**src/rtl/i2c_tgt_pkg.sv**
```systemverilog
package i2c_tgt_pkg;

  typedef enum logic [2:0] {
    ST_IDLE    = 3'd0,
    ST_ADDR    = 3'd1,
    ST_ADDR_ACK= 3'd2,
    ST_WR      = 3'd3,
    ST_WR_ACK  = 3'd4,
    ST_RD      = 3'd5,
    ST_RD_ACK  = 3'd6
  } tgt_state_e;

  localparam int unsigned BYTE_BITS = 8;

endpackage

```
**src/rtl/i2c_line_cond.sv**
```systemverilog
module i2c_line_cond #(
  parameter int unsigned SYNC_STAGES = 2
) (
  input  logic clk,
  input  logic rst_n,
  input  logic scl_i,
  input  logic sda_i,
  output logic sda_lvl,
  output logic scl_rise,
  output logic scl_fall,
  output logic start_det,
  output logic stop_det
);

  logic [SYNC_STAGES-1:0] scl_sync_q;
  logic [SYNC_STAGES-1:0] sda_sync_q;
  logic                   scl_prev_q;
  logic                   sda_prev_q;
  logic                   scl_s;
  logic                   sda_s;

  // Synchroniser chains; the bus idles high so reset to 1
  always_ff @(posedge clk or negedge rst_n) begin
    if (!rst_n) begin
      scl_sync_q <= '1;
      sda_sync_q <= '1;
      scl_prev_q <= 1'b1;
      sda_prev_q <= 1'b1;
    end else begin
      scl_sync_q <= {scl_sync_q[SYNC_STAGES-2:0], scl_i};
      sda_sync_q <= {sda_sync_q[SYNC_STAGES-2:0], sda_i};
      scl_prev_q <= scl_s;
      sda_prev_q <= sda_s;
    end
  end

  assign scl_s = scl_sync_q[SYNC_STAGES-1];
  assign sda_s = sda_sync_q[SYNC_STAGES-1];

  always_comb begin
    sda_lvl   = sda_s;
    scl_rise  = scl_s & ~scl_prev_q;
    scl_fall  = ~scl_s & scl_prev_q;
    // SDA edges while SCL stays high mark start and stop
    start_det = scl_s & scl_prev_q & sda_prev_q & ~sda_s;
    stop_det  = scl_s & scl_prev_q & ~sda_prev_q & sda_s;
  end

endmodule

```
**src/rtl/i2c_space_mem.sv**
```systemverilog
module i2c_space_mem #(
  parameter int unsigned    AW         = 8,
  parameter int unsigned    DW         = 8,
  parameter logic [AW-1:0]  LOW_LAST   = 8'h3F,
  parameter logic [AW-1:0]  HIGH_FIRST = 8'hF0,
  parameter logic [DW-1:0]  FILL       = 8'hFF
) (
  input  logic          clk,
  input  logic          rst_n,
  input  logic [AW-1:0] addr,
  input  logic          wr_en,
  input  logic [DW-1:0] wr_data,
  output logic [DW-1:0] rd_data
);

  localparam int unsigned LOW_N  = int'(LOW_LAST) + 1;
  localparam int unsigned HIGH_N = (1 << AW) - int'(HIGH_FIRST);
  localparam int unsigned DEPTH  = LOW_N + HIGH_N;
  localparam int unsigned IW     = $clog2(DEPTH);

  logic [DEPTH-1:0][DW-1:0] cells_q;
  logic                     hit_lo;
  logic                     hit_hi;
  logic                     hit;
  logic [IW-1:0]            idx;

  always_comb begin
    hit_lo = (addr <= LOW_LAST);
    hit_hi = (addr >= HIGH_FIRST);
    hit    = hit_lo | hit_hi;
    if (hit_lo) idx = IW'(addr);
    else        idx = IW'(LOW_N) + IW'(addr - HIGH_FIRST);
    rd_data = hit ? cells_q[idx] : FILL;
  end

  // One register per populated byte, each with its own write enable
  for (genvar g = 0; g < DEPTH; g++) begin : g_cell
    logic cell_en;
    assign cell_en = wr_en & hit & (idx == IW'(g));
    always_ff @(posedge clk or negedge rst_n) begin
      if (!rst_n)       cells_q[g] <= '0;
      else if (cell_en) cells_q[g] <= wr_data;
    end
  end

  // a write into the reserved gap leaves every stored byte unchanged
  assert_rsv_write_R9: assert property (@(posedge clk) disable iff (!rst_n)
    (wr_en && !hit) |=> $stable(cells_q));

endmodule

```
**src/rtl/i2c_target_fsm.sv**
```systemverilog
module i2c_target_fsm
  import i2c_tgt_pkg::*;
#(
  parameter int unsigned   AW       = 8,
  parameter logic [6:0]    DEV_ADDR = 7'h50
) (
  input  logic          clk,
  input  logic          rst_n,
  input  logic          sda_lvl,
  input  logic          scl_rise,
  input  logic          scl_fall,
  input  logic          start_det,
  input  logic          stop_det,
  input  logic          busy_i,
  input  logic [7:0]    rd_data,
  output logic [AW-1:0] ctr,
  output logic          wr_en,
  output logic [7:0]    wr_data,
  output logic          sda_pull
);

  localparam int unsigned BCW = $clog2(BYTE_BITS + 1);
  localparam logic [BCW-1:0] LAST_BIT = BCW'(BYTE_BITS);

  tgt_state_e     st_q, st_n;
  logic [BCW-1:0] bc_q, bc_n;
  logic [7:0]     sh_q, sh_n;
  logic           oe_q, oe_n;
  logic [AW-1:0]  ctr_q, ctr_n;
  logic           rw_q, rw_n;
  logic           ptr_q, ptr_n;
  logic           mack_q, mack_n;
  logic           ctr_inc;

  // Next-state process
  always_comb begin
    st_n    = st_q;
    bc_n    = bc_q;
    sh_n    = sh_q;
    oe_n    = oe_q;
    ctr_n   = ctr_q;
    rw_n    = rw_q;
    ptr_n   = ptr_q;
    mack_n  = mack_q;
    wr_en   = 1'b0;
    ctr_inc = 1'b0;

    if (stop_det) begin
      st_n = ST_IDLE;
      oe_n = 1'b0;
    end else if (start_det) begin
      st_n = ST_ADDR;
      bc_n = '0;
      oe_n = 1'b0;
    end else begin
      unique case (st_q)
        ST_ADDR: begin
          if (scl_rise) begin
            sh_n = {sh_q[6:0], sda_lvl};
            bc_n = bc_q + 1'b1;
          end else if (scl_fall && bc_q == LAST_BIT) begin
            if (sh_q[7:1] == DEV_ADDR && !busy_i) begin
              oe_n = 1'b1;
              rw_n = sh_q[0];
              st_n = ST_ADDR_ACK;
            end else begin
              st_n = ST_IDLE;
            end
          end
        end
        ST_ADDR_ACK: begin
          if (scl_fall) begin
            bc_n = '0;
            if (rw_q) begin
              sh_n = rd_data;
              oe_n = ~rd_data[7];
              st_n = ST_RD;
            end else begin
              oe_n  = 1'b0;
              ptr_n = 1'b1;
              st_n  = ST_WR;
            end
          end
        end
        ST_WR: begin
          if (scl_rise) begin
            sh_n = {sh_q[6:0], sda_lvl};
            bc_n = bc_q + 1'b1;
          end else if (scl_fall && bc_q == LAST_BIT) begin
            oe_n = 1'b1;
            st_n = ST_WR_ACK;
            if (ptr_q) begin
              ctr_n = AW'(sh_q);
              ptr_n = 1'b0;
            end else begin
              wr_en   = 1'b1;
              ctr_inc = 1'b1;
            end
          end
        end
        ST_WR_ACK: begin
          if (scl_fall) begin
            oe_n = 1'b0;
            bc_n = '0;
            st_n = ST_WR;
          end
        end
        ST_RD: begin
          if (scl_rise) begin
            bc_n = bc_q + 1'b1;
          end else if (scl_fall) begin
            if (bc_q == LAST_BIT) begin
              oe_n    = 1'b0;
              ctr_inc = 1'b1;
              st_n    = ST_RD_ACK;
            end else begin
              sh_n = {sh_q[6:0], 1'b1};
              oe_n = ~sh_q[6];
            end
          end
        end
        ST_RD_ACK: begin
          if (scl_rise) begin
            mack_n = ~sda_lvl;
          end else if (scl_fall) begin
            if (mack_q) begin
              sh_n = rd_data;
              oe_n = ~rd_data[7];
              bc_n = '0;
              st_n = ST_RD;
            end else begin
              st_n = ST_IDLE;
            end
          end
        end
        default: ;
      endcase
    end

    if (ctr_inc) ctr_n = ctr_q + 1'b1;
  end

  // Register process
  always_ff @(posedge clk or negedge rst_n) begin
    if (!rst_n) begin
      st_q   <= ST_IDLE;
      bc_q   <= '0;
      sh_q   <= '0;
      oe_q   <= 1'b0;
      ctr_q  <= '0;
      rw_q   <= 1'b0;
      ptr_q  <= 1'b0;
      mack_q <= 1'b0;
    end else begin
      st_q   <= st_n;
      bc_q   <= bc_n;
      sh_q   <= sh_n;
      oe_q   <= oe_n;
      ctr_q  <= ctr_n;
      rw_q   <= rw_n;
      ptr_q  <= ptr_n;
      mack_q <= mack_n;
    end
  end

  assign ctr      = ctr_q;
  assign wr_data  = sh_q;
  assign sda_pull = oe_q;

  // busy at the end of the address byte means no acknowledge
  assert_busy_nack_R3: assert property (@(posedge clk) disable iff (!rst_n)
    (st_q == ST_ADDR && scl_fall && bc_q == LAST_BIT && busy_i) |=> !oe_q);

  // each completed write byte is acknowledged
  assert_wr_ack_R4: assert property (@(posedge clk) disable iff (!rst_n)
    (st_q == ST_WR && scl_fall && bc_q == LAST_BIT && !start_det && !stop_det) |=> oe_q);

  // the counter rolls over to zero with no page wrap
  assert_ctr_roll_R8: assert property (@(posedge clk) disable iff (!rst_n)
    (ctr_inc && ctr_q == '1) |=> (ctr_q == '0));

  // a stop always leaves SDA released
  assert_stop_release_R10: assert property (@(posedge clk) disable iff (!rst_n)
    stop_det |=> !oe_q);

endmodule

```
**src/rtl/i2c_ctr_target.sv**
```systemverilog
module i2c_ctr_target #(
  parameter logic [6:0]  DEV_ADDR    = 7'h50,
  parameter int unsigned AW          = 8,
  parameter logic [7:0]  LOW_LAST    = 8'h3F,
  parameter logic [7:0]  HIGH_FIRST  = 8'hF0,
  parameter int unsigned SYNC_STAGES = 2
) (
  input  logic clk,
  input  logic rst_n,
  input  logic scl_i,
  input  logic sda_i,
  input  logic busy_i,
  output logic sda_pull_o
);

  logic          sda_lvl;
  logic          scl_rise;
  logic          scl_fall;
  logic          start_det;
  logic          stop_det;
  logic [AW-1:0] ctr;
  logic          wr_en;
  logic [7:0]    wr_data;
  logic [7:0]    rd_data;

  i2c_line_cond #(
    .SYNC_STAGES(SYNC_STAGES)
  ) i_line (
    .clk      (clk),
    .rst_n    (rst_n),
    .scl_i    (scl_i),
    .sda_i    (sda_i),
    .sda_lvl  (sda_lvl),
    .scl_rise (scl_rise),
    .scl_fall (scl_fall),
    .start_det(start_det),
    .stop_det (stop_det)
  );

  i2c_target_fsm #(
    .AW      (AW),
    .DEV_ADDR(DEV_ADDR)
  ) i_fsm (
    .clk      (clk),
    .rst_n    (rst_n),
    .sda_lvl  (sda_lvl),
    .scl_rise (scl_rise),
    .scl_fall (scl_fall),
    .start_det(start_det),
    .stop_det (stop_det),
    .busy_i   (busy_i),
    .rd_data  (rd_data),
    .ctr      (ctr),
    .wr_en    (wr_en),
    .wr_data  (wr_data),
    .sda_pull (sda_pull_o)
  );

  i2c_space_mem #(
    .AW        (AW),
    .DW        (8),
    .LOW_LAST  (AW'(LOW_LAST)),
    .HIGH_FIRST(AW'(HIGH_FIRST)),
    .FILL      (8'hFF)
  ) i_mem (
    .clk    (clk),
    .rst_n  (rst_n),
    .addr   (ctr),
    .wr_en  (wr_en),
    .wr_data(wr_data),
    .rd_data(rd_data)
  );

endmodule

```
**config.mk**
```make
export PLATFORM = sky130hd
export DESIGN_NAME = i2c_ctr_target
export DESIGN_NICKNAME = d
export VERILOG_FILES = /design/src/rtl/i2c_tgt_pkg.sv /design/src/rtl/i2c_line_cond.sv /design/src/rtl/i2c_space_mem.sv /design/src/rtl/i2c_target_fsm.sv /design/src/rtl/i2c_ctr_target.sv
export SDC_FILE = /design/constraint.sdc
export NUM_CORES = 1
export LEC_CHECK = 0
export ABC_AREA = 1
export BUFFER_PORTS_ARGS = -buffer_cell sky130_fd_sc_hd__buf_2
export CORE_MARGIN = 2
export CORE_UTILIZATION = 36
export DETAILED_ROUTE_END_ITERATION = 8
export GPL_ROUTABILITY_DRIVEN = 0
export PLACE_DENSITY = 0.51
export SYNTH_ARGS = -nofsm -noshare
export SYNTH_HDL_FRONTEND = slang
export SYNTH_SLANG_ARGS = --single-unit
```
**constraint.sdc**
```tcl
create_clock -name clk -period 3.8 [get_ports clk]
set_clock_uncertainty 0.1 [all_clocks]
set_input_delay 0.76 -clock clk [delete_from_list [all_inputs] [get_ports clk]]
set_output_delay 0.76 -clock clk [all_outputs]
set_load 0.02 [all_outputs]
```
==> impl_metrics.ini, run 1 <==
[floorplan]
ioPinCount = 6
initial_core_util_pct = 36.36
die_w_um = 297.3
die_h_um = 297.3
core_um2 = 85150
die-area_um2 = 88360
num_rows = 107

[grt]
grt_pass1_wl_mm = 153.8
grt.total_usage_pct = 22.11
overflow = 0
grt_pass1_vias = 24762
antenna_found_initial = 1
grt_max_degree = 114

[layout]
nFillCells = 8779
syn2layout_area_growth_pct = 12.23
diodes = 0
final_layout_size_suffix_gt1_share_pct = 7.572
nets = 3722

[yosys]
synthCells = 3817
syn_nets = 3829
yosysTopAreaCell = dfrtp_1
ys_ff_latch = 673
yosysSeqAreaShare_pct = 54.42
synth_area_um2 = 30960
synth_top_area_share_pct = 53.91
async_reset_ff_share_pct = 100.0
synthTopCellsByCount = 1,069 x nand2_1, 949 x o21ai_0, 667 x dfrtp_1
synthFlopType = dfrtp_1
ys_top_cells_by_area = dfrtp_1 54%, o21ai_0 15%, nand2_1 13%, nor2_1 4.8%, clkbuf_1 2.6%
yosys.cell_count.top_type = nand2_1
ys_warn_count = 0
synth_area_per_cell_um2 = 8.111
synth_cell_types = 41
synth_enable_flop_cells = 0

[timing]
rsz0062_at_grt = false
hold_viol_final = 0
slew_violations = 0
clock.fmax_mhz = 305.7
fin_crit_ns = 3.272
tightest_slew_ns = 1.102
setup_ws_ns = 0.5285
slew_headroom_pct = 26.52
setup_viol = 0
min_period_over_period_pct = 86.09
tns_ns = 0

[clock_tree]
cts_root_buffer = clkbuf_16
clock_latency_ns = 0.63
cts_tree = built
cts_sinks = 673
cts_resized = 0
hold_buffers = 0
htree_levels = 3
cts.clk_slew.worst_paths_ns = 0.06
cts_inserted_buffers = 77
clockBufferDepth = 3
postCtsSetupBuffers = 0

[status]
status = complete, no violations

[critical_path]
worstSetupEndpointType = register
critical_path_class = reg -> reg
cp-start-kind = register
critPathArrivalTime_ns = 3.62
crit_path_cell_trace = inv_1 -> ha_1 -> nand3_1 -> nor2_1 -> nand4_4 -> nor3_1 -> nand2_1 -> nand2_1 -> o21ai_0
cp_data_required_time_ns = 4.15
path_common_cell = nand2_1
path_buf_inv = 1
reg2reg_from = i_fsm.bc_q[0]
r2r_setup_slack_ns = 0.53
max_stage_delay_ns = 0.71
crit_start = i_fsm.bc_q[0]
slowest_stage = nor3_1
cp_top_family = simple AND/OR/NAND/NOR gates
critPathMaxFanout = 16

[placed_design]
hpwlAfterDp_mm = 58.88
place_ws_ns = 0.5748
io_buffer_count = 5

[min_path]
hold_path.class = in -> async

[detailed_routing]
initialDrtViolationCount = 2227
viasPerCell = 5.239
first_pass_iters = 5
drt-total-wl_mm = 97.24
post-route-drc-count = 0
vias = 25714
wl_per_cell_um = 19.81
antenna_left = 0

[pwr]
p_int_w = 0.01220
swShare_pct = 28.41
power_leakage_nw = 15.98
pwr-share-seq_pct = 43.0
powerDensity_nw_per_um2 = 490.3
pwr-share-comb_pct = 11.7
p_sw_w = 0.004841
ir_drop_mv = 0.3116
power_frac_clock_pct = 45.3

[flow_run]
maxCapViolCount = 0
-- worst register-to-register path, cell delays in order (launching register included) --
cell and delay [ns]:
dfrtp_1 0.39, inv_1 0.10, ha_1 0.15, nand3_1 0.14
nor2_1 0.34, nand4_4 0.32, nor3_1 0.71, nand2_1 0.56
nand2_1 0.18, o21ai_0 0.09
-- per-stage QoR --
| stage | utilization (%) | total power [W] | hold slack, ns | instance area, um^2 | std cells |
|---|---|---|---|---|---|
| 6_report | 40.81 | 0.01704 | 0.01334 | 34740 | 4908 |
| 5_1_grt | 40.81 | 0.01766 | 0.03019 | 34740 | 4908 |
| 4_1_cts | 40.81 | 0.01723 | 0.005711 | 34740 | 4908 |
| 3_5_place_dp | 37.77 | 0.009472 | 0.2595 | 32160 | 4775 |
| 3_3_place_gp | 37.77 | 0.009478 | 0.2576 | 32160 | 4775 |
| 2_1_floorplan | - | 0.008516 | 0.2452 | 30960 | 3817 |
-- path summary, 6_finish.rpt --
kind | end | cells past startpoint
min | i_mem.cells_q[68] | 1
max in group asynchronous | i_mem.cells_q[351] | 3
max | i_mem.cells_q[167] | 9
min in group clk | i_line.sda_sync_q[0] | 1
min reg2reg | i_line.sda_sync_q[1] | 0
max reg2reg | i_mem.cells_q[167] | 9
-- layout by cell type (no fill, tap or decap), types with 3 or more instances in the layout --
| cell type | n |
|---|---|
| o21ai_1 | 40 |
| xor2_1 | 4 |
| buf_2 | 4 |
| nor3_4 | 3 |
| bufinv_16 | 6 |
| clkbuf_8 | 20 |
| nor2_1 | 397 |
| clkbuf_1 | 13 |
| nor2_4 | 4 |
| nor3_1 | 12 |
| dfstp_2 | 6 |
| inv_2 | 8 |
| clkbuf_16 | 79 |
| a21oi_1 | 37 |
| nand2_4 | 20 |
| nand3_1 | 36 |
| nand2_1 | 1069 |
| clkinv_2 | 14 |
| and2_1 | 3 |
| dfrtp_1 | 665 |
| nand2_2 | 18 |
| o22ai_1 | 114 |
| nand4_1 | 25 |
| ha_1 | 7 |
| buf_4 | 67 |
| buf_12 | 21 |
| o21ai_0 | 949 |
| inv_1 | 93 |
-- power groups by stage --
stage               registers (W)  logic, W  clock network (W)
global placement          0.00746   0.00202                  0
detailed placement        0.00746   0.00202                  0
finish                    0.00733   0.00200            0.00771
global route              0.00733   0.00219            0.00814
CTS                       0.00733   0.00202            0.00788
floorplan                 0.00743   0.00109                  0
-- cells by family (layout without fill, tap and decap cells) --
logic type	count (synthesis)	after routing	synth area share (%)
simple gates	1596	1596	20.69
fa+ha+maj	7	7	0.2829
xor+xnor	4	4	0.1131
buf+inv	386	333	5.318
compound gates	1151	1151	19.18
flops	673	673	54.42
-- sequential cells by signal (all words and copies together), names as in the netlist --
signal	cells
i_mem.cells_q	640
i_fsm.ctr	8
i_fsm.wr_data	8
i_fsm.bc_q	4
i_fsm.st_q	3
i_line.scl_sync_q	2
i_line.sda_sync_q	2
i_fsm.mack_q	1
i_fsm.ptr_q	1
i_fsm.rw_q	1
i_fsm.sda_pull	1
i_line.scl_prev_q	1
i_line.sda_prev_q	1
-- layout make-up --
class,instances,area [um^2],area share [%]
flip-flops and latches,673,16860,48.51
repair buffers,93,958.4,2.758
clock buffers,112,2301,6.622
inverters,107,416.7,1.199
clock inverters,21,287.8,0.8283
well taps,1144,1431,4.120
multi-input cells,2758,12490,35.96
-- metal layers --
| metal | wire (um) | GRT usage (%) |
|---|---|---|
| met1 | 46980 | 32.47 |
| met2 | 43410 | 34.19 |
| met3 | 4062 | 2.746 |
| met4 | 2795 | 6.421 |
| met5 | 0 | 0 |
Note: power is estimated with default switching activity, not from simulation.
==> run 2: changes to the inputs <==
--- a/config.mk
+++ b/config.mk
@@ -9,6 +9,7 @@
 export BUFFER_PORTS_ARGS = -buffer_cell sky130_fd_sc_hd__buf_2
 export CORE_MARGIN = 2
 export CORE_UTILIZATION = 36
+export CTS_BUF_LIST = sky130_fd_sc_hd__clkbuf_8 sky130_fd_sc_hd__clkbuf_16
 export DETAILED_ROUTE_END_ITERATION = 8
 export GPL_ROUTABILITY_DRIVEN = 0
 export PLACE_DENSITY = 0.51
==> run 2 against run 1 <==
Non-clock buffer count stayed put; final cell count stayed put; sequential power hardly changed; clock power hardly changed; worst setup slack worse by 0.022 ns; combinational power hardly changed; via count is 0.22% lower; register-to-register slack worse by 0.02 ns; count of clock-buffer cells in the layout is 13 lower; core utilization stayed put; global-route usage hardly changed; design area stayed put; largest cell class unchanged.
==> impl_metrics.ini, run 2 (same netlist as run 1, synthesis figures left out) <==
[layout]
largest_register_ff_count = 640
layout_common_cells = 1,069 x nand2_1, 949 x o21ai_0, 665 x dfrtp_1
multi_input_area_um2 = 12490
diodes = 0
final_layout_size_suffix_gt1_share_pct = 7.572
largest-register = i_mem.cells_q
nFillCells = 8779
seq_area_um2 = 16860
stdcell_count = 4908
nets = 3722
syn2layout_area_growth_pct = 12.23
final_common_cell = nand2_1

[critical_path]
ff2ff_path_depth = 9
critPathArrivalTime_ns = 3.65
r2r_setup_slack_ns = 0.51
critical_path_class = reg -> reg
cp_data_required_time_ns = 4.15
cp-start-kind = register
worstSetupEndpointType = register
critPathMaxFanout = 16

[timing]
setup_viol = 0
tns_ns = 0
hold_viol_final = 0
slew_headroom_pct = 26.75
slew_violations = 0
holdWs_ns = 0.01230
rsz0062_at_grt = false
tightest_slew_ns = 1.099
clock.fmax_mhz = 303.6
min_period_over_period_pct = 86.68
setup_ws_ns = 0.5061
fin_crit_ns = 3.294

[placed_design]
hpwlAfterDp_mm = 58.88
io_buffer_count = 5
post-place-cells = 4775
place_ws_ns = 0.5748

[pwr]
power_frac_clock_pct = 45.2
power_leakage_nw = 16.04
p_sw_w = 0.004847
pwr-share-comb_pct = 11.7
ir_drop_mv = 0.3121
p_int_w = 0.01216
pwr-share-seq_pct = 43.1
powerDensity_nw_per_um2 = 489.5
swShare_pct = 28.50

[detailed_routing]
antenna_left = 0
wl_per_cell_um = 19.84
viasPerCell = 5.228
drt-total-wl_mm = 97.37
top_layer = met4
initialDrtViolationCount = 2289
first_pass_iters = 5
wl_met2_mm = 43.57
vias = 25658
wl_met1_mm = 47.28
post-route-drc-count = 0
route.met3.wl_mm = 3.753

[clock_tree]
clock_latency_ns = 0.63
hold_buffers = 0
cts_root_buffer = clkbuf_16
clockBufferDepth = 3
htree_levels = 3
postCtsSetupBuffers = 0
cts_sinks = 673
cts.clk_slew.worst_paths_ns = 0.06
cts_resized = 0
cts_inserted_buffers = 77
cts_tree = built

[grt]
grt.total_usage_pct = 22.11
overflow = 0
antenna_found_initial = 1
grt_max_degree = 114
grt_pass1_wl_mm = 153.8
grt_pass1_vias = 24758

[status]
status = complete, no violations

[floorplan]
die_w_um = 297.3
initial_core_util_pct = 36.36
die-area_um2 = 88360
die_h_um = 297.3
core_um2 = 85150
ioPinCount = 6
num_rows = 107

[min_path]
hold_path.class = in -> async

[flow_run]
maxCapViolCount = 0
run 2: cell types whose count changed in the layout (fill, tap and decap cells not counted), sizes merged:
cell	delta
clkbuf	-13
inv	+13
run 2: power groups by stage:
stage | clock network, W | logic, W | registers (W)
CTS | 0.00785 | 0.00202 | 0.00733
detailed placement | 0 | 0.00202 | 0.00746
global placement | 0 | 0.00202 | 0.00746
finish | 0.00768 | 0.00200 | 0.00733
global route | 0.00810 | 0.00219 | 0.00733
floorplan | 0 | 0.00109 | 0.00743
run 2: area by class of cell:
| cell class | instances | area share, % |
|---|---|---|
| Multi-Input combinational cell | 2758 | 35.96 |
| Inverter | 107 | 1.199 |
| Tap cell | 1144 | 4.120 |
| Clock buffer | 99 | 6.482 |
| Timing Repair Buffer | 93 | 2.758 |
| Sequential cell | 673 | 48.51 |
| Clock inverter | 34 | 0.9687 |
run 2: critical path: stages (launching register included):
cell	delay (ns)
dfrtp_1	0.39
inv_1	0.10
ha_1	0.15
nand3_1	0.14
nor2_1	0.34
nand4_4	0.32
nor3_1	0.72
nand2_1	0.57
nand2_1	0.17
o21ai_0	0.10
run 2: through the flow:
| stage | utilization, % | cell area, um^2 | power [W] |
|---|---|---|---|
| after floorplan | - | 30960 | 0.008516 |
| after global placement | 37.77 | 32160 | 0.009478 |
| after detailed placement | 37.77 | 32160 | 0.009472 |
| after CTS | 40.81 | 34740 | 0.01720 |
| after global routing | 40.81 | 34740 | 0.01763 |
| final | 40.81 | 34740 | 0.01701 |
run 2: path summary, 6_finish.rpt:
path	startpoint	end
min in group clk	sda_i	i_line.sda_sync_q[0]
setup reg to reg	i_fsm.bc_q[0]	i_mem.cells_q[165]
hold reg to reg	i_line.sda_sync_q[0]	i_line.sda_sync_q[1]
max in group asynchronous	rst_n	i_mem.cells_q[351]
hold / removal	rst_n	i_mem.cells_q[68]
setup / recovery	i_fsm.bc_q[0]	i_mem.cells_q[165]
run 2: routing by layer:
metal,up-vias,track usage (%)
li1,12391,-
met1,12590,32.49
met2,523,34.18
met3,154,2.746
met4,0,6.421
met5,-,0
